$ cat config.mk
export PLATFORM = sky130hd
export DESIGN_NAME = dir_home_ctrl
export DESIGN_NICKNAME = d
export VERILOG_FILES = /design/src/rtl/dir_pkg.sv /design/src/rtl/dir_table.sv /design/src/rtl/dir_mem.sv /design/src/rtl/dir_pick_low.sv /design/src/rtl/dir_home_ctrl.sv
export SDC_FILE = /design/constraint.sdc
export NUM_CORES = 1
export LEC_CHECK = 0
export ABC_AREA = 1
export BUFFER_PORTS_ARGS = -buffer_cell sky130_fd_sc_hd__buf_2
export CORE_MARGIN = 2
export CORE_UTILIZATION = 40
export CTS_CLUSTER_DIAMETER = 150
export DETAILED_ROUTE_END_ITERATION = 10
export GPL_TIMING_DRIVEN = 0
export PLACE_DENSITY_LB_ADDON = 0.2
export REMOVE_ABC_BUFFERS = 1
export SETUP_SLACK_MARGIN = 0.1
export SYNTH_ARGS = -nofsm -noshare
export SYNTH_HDL_FRONTEND = slang
export SYNTH_SLANG_ARGS = --single-unit
export TNS_END_PERCENT = 10
$ cat constraint.sdc
create_clock -name clk_i -period 5.5 [get_ports clk_i]
set_input_delay 0.55 -clock clk_i [delete_from_list [all_inputs] [get_ports clk_i]]
set_output_delay 0.55 -clock clk_i [all_outputs]
set_load 0.05 [all_outputs]
$ cat src/rtl/dir_pkg.sv
package dir_pkg;
  typedef enum logic [1:0] {D_UNC = 2'd0, D_SHR = 2'd1, D_EXC = 2'd2} dstate_e;
  typedef enum logic [1:0] {RQ_READ = 2'd0, RQ_WRITE = 2'd1, RQ_WBACK = 2'd2} req_e;
  typedef enum logic [1:0] {MS_INV = 2'd0, MS_FETCH = 2'd1, MS_FETCH_INV = 2'd2, MS_DATA = 2'd3} msg_e;
  typedef enum logic [2:0] {S_IDLE, S_LOOK, S_INV, S_FETCH, S_WAITD, S_REPLY} fsm_e;
endpackage

$ cat src/rtl/dir_table.sv
module dir_table
  import dir_pkg::*;
#(
  parameter int N_BLOCKS = 16,
  parameter int N_NODES  = 8,
  localparam int BLK_W   = (N_BLOCKS > 1) ? $clog2(N_BLOCKS) : 1
) (
  input  logic               clk_i,
  input  logic               rst_ni,
  input  logic [BLK_W-1:0]   rd_blk_i,
  output dstate_e            rd_state_o,
  output logic [N_NODES-1:0] rd_sharers_o,
  input  logic               wr_en_i,
  input  logic [BLK_W-1:0]   wr_blk_i,
  input  dstate_e            wr_state_i,
  input  logic [N_NODES-1:0] wr_sharers_i
);
  dstate_e            st_q [N_BLOCKS];
  logic [N_NODES-1:0] sh_q [N_BLOCKS];

  always_ff @(posedge clk_i or negedge rst_ni) begin
    if (!rst_ni) begin
      for (int i = 0; i < N_BLOCKS; i++) begin
        st_q[i] <= D_UNC;
        sh_q[i] <= '0;
      end
    end else if (wr_en_i) begin
      st_q[wr_blk_i] <= wr_state_i;
      sh_q[wr_blk_i] <= wr_sharers_i;
    end
  end

  assign rd_state_o   = st_q[rd_blk_i];
  assign rd_sharers_o = sh_q[rd_blk_i];
endmodule

$ cat src/rtl/dir_mem.sv
module dir_mem #(
  parameter int N_BLOCKS = 16,
  parameter int DATA_W   = 32,
  localparam int BLK_W   = (N_BLOCKS > 1) ? $clog2(N_BLOCKS) : 1
) (
  input  logic              clk_i,
  input  logic              rst_ni,
  input  logic [BLK_W-1:0]  rd_addr_i,
  output logic [DATA_W-1:0] rd_data_o,
  input  logic              wr_en_i,
  input  logic [BLK_W-1:0]  wr_addr_i,
  input  logic [DATA_W-1:0] wr_data_i
);
  logic [DATA_W-1:0] mem_q [N_BLOCKS];

  always_ff @(posedge clk_i or negedge rst_ni) begin
    if (!rst_ni) begin
      for (int i = 0; i < N_BLOCKS; i++) mem_q[i] <= '0;
    end else if (wr_en_i) begin
      mem_q[wr_addr_i] <= wr_data_i;
    end
  end

  assign rd_data_o = mem_q[rd_addr_i];
endmodule

$ cat src/rtl/dir_pick_low.sv
module dir_pick_low #(
  parameter int N = 8,
  localparam int IDX_W = (N > 1) ? $clog2(N) : 1
) (
  input  logic [N-1:0]     vec_i,
  output logic             any_o,
  output logic [IDX_W-1:0] idx_o,
  output logic [N-1:0]     oh_o
);
  // lowest set bit wins
  always_comb begin
    any_o = 1'b0;
    idx_o = '0;
    oh_o  = '0;
    for (int i = N - 1; i >= 0; i--) begin
      if (vec_i[i]) begin
        any_o = 1'b1;
        idx_o = IDX_W'(i);
        oh_o  = '0;
        oh_o[i] = 1'b1;
      end
    end
  end
endmodule

$ cat src/rtl/dir_home_ctrl.sv
module dir_home_ctrl
  import dir_pkg::*;
#(
  parameter int N_NODES  = 8,
  parameter int N_BLOCKS = 16,
  parameter int DATA_W   = 32,
  parameter int DIR_LAT  = 5,
  localparam int NODE_W  = (N_NODES > 1) ? $clog2(N_NODES) : 1,
  localparam int BLK_W   = (N_BLOCKS > 1) ? $clog2(N_BLOCKS) : 1,
  localparam int CNT_W   = $clog2(DIR_LAT + 1)
) (
  input  logic              clk_i,
  input  logic              rst_ni,
  input  logic              req_valid_i,
  output logic              req_ready_o,
  input  logic [1:0]        req_type_i,
  input  logic [NODE_W-1:0] req_node_i,
  input  logic [BLK_W-1:0]  req_blk_i,
  input  logic [DATA_W-1:0] req_data_i,
  output logic              msg_valid_o,
  input  logic              msg_ready_i,
  output logic [1:0]        msg_type_o,
  output logic [NODE_W-1:0] msg_node_o,
  output logic [BLK_W-1:0]  msg_blk_o,
  output logic [DATA_W-1:0] msg_data_o,
  input  logic              fetch_valid_i,
  input  logic [DATA_W-1:0] fetch_data_i
);
  fsm_e               state_q, state_d;
  logic [CNT_W-1:0]   cnt_q, cnt_d;
  req_e               typ_q, typ_d;
  logic [NODE_W-1:0]  node_q, node_d;
  logic [BLK_W-1:0]   blk_q, blk_d;
  logic [DATA_W-1:0]  wdata_q, wdata_d;
  logic [N_NODES-1:0] pend_q, pend_d;
  logic               mv_q, mv_d;
  msg_e               mt_q, mt_d;
  logic [NODE_W-1:0]  mn_q, mn_d;
  logic [DATA_W-1:0]  md_q, md_d;

  dstate_e            ent_st;
  logic [N_NODES-1:0] ent_sh;
  logic               tbl_we;
  dstate_e            tbl_st_w;
  logic [N_NODES-1:0] tbl_sh_w;
  logic [DATA_W-1:0]  mem_rd;
  logic               mem_we;
  logic [DATA_W-1:0]  mem_wd;

  logic [N_NODES-1:0] req_bit, inv_vec, inv_oh, own_oh;
  logic               inv_any, own_any, hs;
  logic [NODE_W-1:0]  inv_idx, own_idx;

  dir_table #(.N_BLOCKS(N_BLOCKS), .N_NODES(N_NODES)) u_table (
    .clk_i, .rst_ni,
    .rd_blk_i(blk_q), .rd_state_o(ent_st), .rd_sharers_o(ent_sh),
    .wr_en_i(tbl_we), .wr_blk_i(blk_q), .wr_state_i(tbl_st_w), .wr_sharers_i(tbl_sh_w)
  );

  dir_mem #(.N_BLOCKS(N_BLOCKS), .DATA_W(DATA_W)) u_mem (
    .clk_i, .rst_ni,
    .rd_addr_i(blk_q), .rd_data_o(mem_rd),
    .wr_en_i(mem_we), .wr_addr_i(blk_q), .wr_data_i(mem_wd)
  );

  always_comb begin
    for (int i = 0; i < N_NODES; i++) req_bit[i] = (node_q == NODE_W'(i));
  end

  // first invalidate comes from the entry, the rest from the pending vector
  assign inv_vec = (state_q == S_LOOK) ? (ent_sh & ~req_bit) : pend_q;

  dir_pick_low #(.N(N_NODES)) u_pick_inv (
    .vec_i(inv_vec), .any_o(inv_any), .idx_o(inv_idx), .oh_o(inv_oh)
  );

  dir_pick_low #(.N(N_NODES)) u_pick_own (
    .vec_i(ent_sh), .any_o(own_any), .idx_o(own_idx), .oh_o(own_oh)
  );

  assign hs = mv_q && msg_ready_i;

  always_comb begin
    state_d  = state_q;
    cnt_d    = cnt_q;
    typ_d    = typ_q;
    node_d   = node_q;
    blk_d    = blk_q;
    wdata_d  = wdata_q;
    pend_d   = pend_q;
    mv_d     = mv_q;
    mt_d     = mt_q;
    mn_d     = mn_q;
    md_d     = md_q;
    tbl_we   = 1'b0;
    tbl_st_w = ent_st;
    tbl_sh_w = ent_sh;
    mem_we   = 1'b0;
    mem_wd   = wdata_q;

    unique case (state_q)
      S_IDLE: begin
        if (req_valid_i) begin
          typ_d   = req_e'(req_type_i);
          node_d  = req_node_i;
          blk_d   = req_blk_i;
          wdata_d = req_data_i;
          cnt_d   = CNT_W'(DIR_LAT - 1);
          state_d = S_LOOK;
        end
      end

      S_LOOK: begin
        if (cnt_q != '0) begin
          cnt_d = cnt_q - 1'b1;
        end else begin
          state_d = S_IDLE;
          unique case (typ_q)
            RQ_READ: begin
              if (ent_st == D_EXC && own_any) begin
                mv_d = 1'b1; mt_d = MS_FETCH; mn_d = own_idx; md_d = '0;
                state_d = S_FETCH;
              end else begin
                tbl_we   = 1'b1;
                tbl_st_w = D_SHR;
                tbl_sh_w = ent_sh | req_bit;
                mv_d = 1'b1; mt_d = MS_DATA; mn_d = node_q; md_d = mem_rd;
                state_d = S_REPLY;
              end
            end
            RQ_WRITE: begin
              if (ent_st == D_EXC && own_any) begin
                mv_d = 1'b1; mt_d = MS_FETCH_INV; mn_d = own_idx; md_d = '0;
                state_d = S_FETCH;
              end else begin
                tbl_we   = 1'b1;
                tbl_st_w = D_EXC;
                tbl_sh_w = req_bit;
                mv_d = 1'b1;
                if (inv_any) begin
                  mt_d = MS_INV; mn_d = inv_idx; md_d = '0;
                  pend_d  = inv_vec & ~inv_oh;
                  state_d = S_INV;
                end else begin
                  mt_d = MS_DATA; mn_d = node_q; md_d = mem_rd;
                  state_d = S_REPLY;
                end
              end
            end
            RQ_WBACK: begin
              // only the recorded owner may return the block
              if (ent_st == D_EXC && ent_sh == req_bit) begin
                tbl_we   = 1'b1;
                tbl_st_w = D_UNC;
                tbl_sh_w = '0;
                mem_we   = 1'b1;
                mem_wd   = wdata_q;
              end
            end
            default: ;
          endcase
        end
      end

      S_INV: begin
        if (hs) begin
          if (inv_any) begin
            mt_d = MS_INV; mn_d = inv_idx; md_d = '0;
            pend_d = inv_vec & ~inv_oh;
          end else begin
            mt_d = MS_DATA; mn_d = node_q; md_d = mem_rd;
            state_d = S_REPLY;
          end
        end
      end

      S_FETCH: begin
        if (hs) begin
          mv_d    = 1'b0;
          state_d = S_WAITD;
        end
      end

      S_WAITD: begin
        if (fetch_valid_i) begin
          mem_we   = 1'b1;
          mem_wd   = fetch_data_i;
          tbl_we   = 1'b1;
          if (typ_q == RQ_READ) begin
            tbl_st_w = D_SHR;
            tbl_sh_w = ent_sh | req_bit;
          end else begin
            tbl_st_w = D_EXC;
            tbl_sh_w = req_bit;
          end
          mv_d = 1'b1; mt_d = MS_DATA; mn_d = node_q; md_d = fetch_data_i;
          state_d = S_REPLY;
        end
      end

      S_REPLY: begin
        if (hs) begin
          mv_d    = 1'b0;
          state_d = S_IDLE;
        end
      end

      default: state_d = S_IDLE;
    endcase
  end

  always_ff @(posedge clk_i or negedge rst_ni) begin
    if (!rst_ni) begin
      state_q <= S_IDLE;
      cnt_q   <= '0;
      typ_q   <= RQ_READ;
      node_q  <= '0;
      blk_q   <= '0;
      wdata_q <= '0;
      pend_q  <= '0;
      mv_q    <= 1'b0;
      mt_q    <= MS_INV;
      mn_q    <= '0;
      md_q    <= '0;
    end else begin
      state_q <= state_d;
      cnt_q   <= cnt_d;
      typ_q   <= typ_d;
      node_q  <= node_d;
      blk_q   <= blk_d;
      wdata_q <= wdata_d;
      pend_q  <= pend_d;
      mv_q    <= mv_d;
      mt_q    <= mt_d;
      mn_q    <= mn_d;
      md_q    <= md_d;
    end
  end

  assign req_ready_o = (state_q == S_IDLE);
  assign msg_valid_o = mv_q;
  assign msg_type_o  = mt_q;
  assign msg_node_o  = mn_q;
  assign msg_blk_o   = blk_q;
  assign msg_data_o  = md_q;
endmodule

# Yosys cells after proc, flatten, opt, wreduce, memory -nomap -nowiden
# Cells that the tools add are included.
# W data, S select, Z words.
# op_classes
addsub,1
n_lt_le_gt_ge,2
n_bitwise,6
n_reduce_logical,20
n_eq_ne,29
n_mux,136
# op_table
op,count
$bwmux W512,1
$mux W32,11
$mux W8,23
$bmux W32 S4,1
$bwmux W128,1
$demux W32 S4,1
$mux W3,34
$pmux W32 S3,1
$pmux W32 S2,1
$bmux W8 S4,1
$bwmux W32,1
$demux W8 S4,1
$pmux W8 S2,2
$mux W2,15
$mux W1,26
$pmux W8 S3,1
$eq A3 B3 Y1 const B,6
$ne A2 B2 Y1 const B,9
$pmux W3 S2,3
$pmux W3 S6,1
$and A8 B8 Y8,2
$not A8 Y8,2
$reduce_and A5 Y1,3
$eq A3 B2 Y1 const B,4
27 further kinds,43
# word_totals
regBits,765
elab_cells,253
out_inout_bits,43

# Longest topological paths before layout
# depth
depth_word,21
mapped_depth,24
depth_no_buf,22

# Cells and area by module
# From an unflattened synthesis, not the netlist that was laid out.
# hier_totals
hier_cells,5325
hier_area_um2,39206.4
# by_module_without_submodules
mod,seq_area_each_um2,cells_per_inst,n_inst,area_each_um2
dir_mem,12812.3,3276,1,24472.2
dir_table,4003.8,1051,1,7913.8
dir_home_ctrl,2327.2,934,1,6437.4
dir_pick_low,0.0,32,2,191.4

# Worst setup path before layout
# OpenSTA, ideal clock, no wires.
# synth_timing
path_kind,reg-to-reg
start,"register blk_q[0], in the netlist msg_blk_o[0]"
end,register u_mem.mem_q[35] (netlist name)
period_less_slack_ns,3.432
required_time_ns,5.368
t_arrival_ns,3.299
stages_incl_launch_ff,24
setup_slack_ns,2.068
path_cell_list,dfrtp_1 > buf_4 > inv_4 > buf_6 > nand2_1 > nand2_1 > nand2_1 > nand2_1 > nand2_1 > nand2_1 > nor2_2 > ha_1 > nor4_1 > nand2_1 > nor3_1 > nand3_2 > nor4_2 > nor2_2 > inv_2 > buf_8 > nand2_4 > buf_2 > nand2_1 > o21ai_1
# synth_between
elab_chain_len,10
word_cells_on_any_way,20
cone_classes,order compare: 2; eq/ne: 2; mux: 13; bitwise: 1; reduce/logical: 2
# synth_rtl
item,line,source
from (decl),dir_home_ctrl.sv:33,"logic [BLK_W-1:0] blk_q, blk_d;"
from (signal assigned),dir_home_ctrl.sv:230,blk_q <= blk_d;
$not A4 Y5 (implied by the code) (*),"dir_table.sv:33, dir_table.sv:34, dir_mem.sv:20",
$bmux W8 S4 or $bmux W2 S4 (tied branches),"dir_table.sv:34, dir_table.sv:33",
$mux W8 (implied by the code) or $mux W2 (tied branches) (2 in a row),"dir_table.sv:34, dir_table.sv:33",
$eq A8 B8 Y1 or $eq A2 B2 Y1 (tied branches),dir_home_ctrl.sv:152,if (ent_st == D_EXC && ent_sh == req_bit) begin
$logic_and A1 B1 Y1,dir_home_ctrl.sv:152,
$mux W1,dir_home_ctrl.sv:152,
$mux W1,dir_home_ctrl.sv:118,unique case (typ_q)
$mux W1,dir_home_ctrl.sv:114,if (cnt_q != '0) begin
$pmux W1 S2,dir_home_ctrl.sv:101,unique case (state_q)
"to (signal, indexed assignment)",dir_mem.sv:20,mem_q[wr_addr_i] <= wr_data_i;
to (decl),dir_mem.sv:14,logic [DATA_W-1:0] mem_q [N_BLOCKS];
# Mark *: on every way between the ends. The rest lies on a longest branch, timed or not. The select of a mux whose other input is x is not followed.
# A chain may end at the register's enable or synchronous reset.

# Worst setup path in the final report
# layout_timing
start,"register blk_q[0], in the netlist msg_blk_o[0]"
end,register u_table.st_q[16] (netlist name)
# layout_between
elab_chain_len,18
word_cells_on_any_way,37
cone_classes,order compare: 2; eq/ne: 2; mux: 29; bitwise: 1; reduce/logical: 3
# layout_rtl
item,line,source
$not A4 Y5 (implied by the code) (*),"dir_table.sv:28, dir_table.sv:33, dir_table.sv:34",
$bmux W8 S4,dir_table.sv:34,assign rd_sharers_o = sh_q[rd_blk_i];
$mux W8 (implied by the code) (2 in a row),dir_table.sv:34,
$mux W1 (8 in a row),dir_pick_low.sv:16,if (vec_i[i]) begin
$logic_and A1 B1 Y1,"dir_home_ctrl.sv:120, dir_home_ctrl.sv:132",
$mux W2 (on tied branches),"dir_home_ctrl.sv:132, dir_home_ctrl.sv:120",
$pmux W2 S3,dir_home_ctrl.sv:118,
$mux W2,dir_home_ctrl.sv:114,
$pmux W2 S2,dir_home_ctrl.sv:101,
$bwmux W32,dir_table.sv:28,st_q[wr_blk_i] <= wr_state_i;
"to (signal, indexed assignment)",dir_table.sv:28,
to (decl),dir_table.sv:18,dstate_e st_q [N_BLOCKS];
# Marks and branches as above.

==> metrics.txt <==
vias in the first global route ~27k; Clk pin slew, worst setup/hold paths approximately 0.06 ns; first-pass GRT wire length between 150000 and 200000 µm; max-slew violation count 0; status complete, no violations; slack of the worst reg-to-reg path ~0.46 ns; DRT iter0 DRCs roughly 2.8k; Layout area overhead 13.0%; placer congestion estimate 0.815; Max Clock Skew around 0.054 ns; Cells after DPL just over 5k; Worst EP arrival 5.63 ns; setup tns final 0 ns; hold slack between 0.06 and 0.07 ns; Netlist cell types 37; die height 298 µm; largest net degree at the start of global routing between 100 and 150; clock latency on the worst-skew pair ~0.7 ns; CTS tree done; Mapped Avg Cell Area approximately 8.3 µm²; ys async rst share between 90% and 100%; Post-Syn Area between 30000 and 40000 µm²; top cells by area, synth dfrtp_1 (55%), nand2_1 (19%), o22ai_1 (4.8%); Core Region between 80000 and 90000 µm²; Final setup viols 0; fin cells between 5k and 6k; clk sinks between 700 and 800; r2r startpoint msg_blk_o[0]$_DFFE_PN0P_; crit share post-route 91.6%; Critical Path Sink Type flop; Critical Path Start Type flop; CTS max path bufs 3; total track usage 23.9%; H-Tree Level Count 3; worst-case reg-to-reg path depth 20; TritonCTS Buffers between 80 and 90; setup repair after global routing missed its margin no; PD cells between 500 and 600 nW/µm²; Routed WL about 110000 µm; initial core utilization 40.5%; Cell Area, Placed between 30000 and 40000 µm²; worst-path fanout max 56; Die X a little under 300 µm; Synth top area share a little under three fifths; Peak VDD IR between 400 and 500 µV; yosys warns 0; Post-synth EDFFs 0; Primary FF master, synth dfrtp_1; Avg WL per Cell between 20 and 25 µm; post-synthesis sequential area ratio between 50% and 60%; fin nets between 4k and 5k; WHS Endpoint wdata_q[7]$_DFFE_PN0P_; gate count after technology mapping around 4.2k; Clock Root Buffer clkbuf_16; WHS Path Cells 3; Hold Vio Cnt, Final 0; Die Area between 80000 and 90000 µm²; FMAX 199 MHz; Req. time, crit path about 6.1 ns; Site Rows 107; worst hold start req_data_i[7]; HPWL Detailed roughly 60000 µm; Residual DRC 0; top cell type by total area after synthesis dfrtp_1; share of cells above drive strength 1 under 10%; total grt overflow 0; max-cap violations 0; P_leak ~19 nW; post-layout min period between 5 and 6 ns; slew margin rel. 23.7%; post-route antenna net violation count 0; Vias slightly below 30k; Worst Tran Pin Value 1.14 ns; Setup CP Type flop to flop; number of port buffers 120; top-level port count about 120; number of synthesized register bits between 700 and 800; reg2reg end u_table.st_q[16]$_DFFE_PN0P_; first-pass iteration count of the detailed router 5; vias per cell between 5 and 6; Design Area, Final between 30000 and 40000 µm²; initial antenna violation count 0; HP Class input port to flop
cells by family (layout without fill, tap and decap cells):
kind of cell,after synthesis,in the layout,share of synthesized area [%]
fa+ha+maj,18,18,0.653
other cells,0,1,0
buf+inv,404,418,5.07
flops,764,764,55.4
simple gates,1903,1903,21.5
compound gates,1071,1071,17.4
critical path: stages, from the launching register on:
cell and delay [ns]:
dfrtp_4 0.70, nand2_8 0.35, buf_16 0.35, inv_2 0.23
nand2_1 0.11, nand3_1 0.11, nand2_1 0.09, nand2_1 0.08
nor2_2 0.23, ha_1 0.29, nor4_1 0.27, nand2_1 0.09
nor3_1 0.23, nand3_2 0.15, nor4_2 0.19, nor2_2 0.13
nand2_4 0.28, nand2_1 0.39, clkinv_1 0.37, nand2_1 0.12
nand2_1 0.11
registers in the layout (all words and copies together) (netlist names):
signal,flops
pend_q,7
u_mem.mem_q,512
msg_node_o,3
u_table.st_q,32
msg_data_o,32
state_q,3
u_table.sh_q,128
msg_valid_o,1
typ_q,2
wdata_q,32
cnt_q,3
msg_blk_o,4
node_q,3
msg_type_o,2
how the worst max path moves through the flow:
stage,from,endpoint,slack [ns]
2_1_floorplan,msg_blk_o[0]$_DFFE_PN0P_,u_mem.mem_q[100]$_DFFE_PN0P_,-0.72
3_3_place_gp,rst_ni,msg_data_o[16]$_DFFE_PN0P_,-13.32
3_5_place_dp,msg_blk_o[0]$_DFFE_PN0P_,u_mem.mem_q[205]$_DFFE_PN0P_,-0.41
4_1_cts,msg_blk_o[0]$_DFFE_PN0P_,u_mem.mem_q[94]$_DFFE_PN0P_,-0.10
5_1_grt,msg_blk_o[2]$_DFFE_PN0P_,msg_data_o[22]$_DFFE_PN0P_,0.12
6_report,msg_blk_o[0]$_DFFE_PN0P_,u_table.st_q[16]$_DFFE_PN0P_,0.46
area by class of cell:
cell class	count	area (µm²)
multi-input cells	2992	13900
repair buffers	150	1270
fillers	8455	46300
clock buffers	121	2460
flip-flops and latches	764	19100
clock inverters	27	372
well taps	1144	1430
inverters	120	480
diodes	1	2.50
where the power goes:
part           internal (mW)  switching (mW)  total (mW)
registers               7.16           0.896        8.05
logic                   2.72            6.50        9.22
clock network           3.29            2.49        5.78
total                   13.2            9.89        23.1
cells in the mapped netlist (18+ instances only):
| cell | instances |
|---|---|
| buf_2 | 106 |
| nor2_1 | 117 |
| inv_1 | 93 |
| ha_1 | 18 |
| nand3_1 | 22 |
| a22oi_1 | 24 |
| o21ai_1 | 321 |
| a21oi_1 | 88 |
| nand2_1 | 1707 |
| clkbuf_1 | 154 |
| dfrtp_1 | 764 |
| o2111a_1 | 32 |
| o21ai_0 | 325 |
| o22ai_1 | 264 |
layer usage:
| metal | up-vias | wire (µm) | global-route usage, % |
|---|---|---|---|
| li1 | 13700 | - | - |
| met1 | 14200 | 49900 | 34.3 |
| met2 | 829 | 49600 | 38.2 |
| met3 | 155 | 5710 | 2.71 |
| met4 | 0 | 2540 | 6.95 |
| met5 | - | 0 | 0 |
through the flow:
| stage | power [mW] | setup WS (ns) | utilization, % |
|---|---|---|---|
| final | 23.1 | 0.465 | 45.7 |
| after detailed placement | 17.2 | -0.406 | 42.2 |
| after floorplan | 13.8 | -0.719 | - |
| after CTS | 23.1 | -0.100 | 45.5 |
| after global placement | 17.1 | -13.32 | 41.3 |
| after global routing | 24.5 | 0.122 | 45.7 |
cell usage in the layout, fill, tap and decap left out, types with 24 or more instances in the layout:
cell type  instances
nor2_1           114
a21oi_1           88
o22ai_1          264
inv_1             88
nand2_1         1698
dfrtp_1          762
o21ai_0          325
a22oi_1           24
clkbuf_16         86
o2111a_1          32
buf_2            119
o21ai_1          321
what timing repair did:
action | CTS | global route
buffers inserted | 0 | 1
endpoints found under the hold margin | 54 | 0
hold buffers | 1 | 0
setup endpoints to repair | 521 | 655
gates cloned | 0 | 1
resized for setup | 3 | 19
Note: power is estimated with default switching activity, not from simulation.
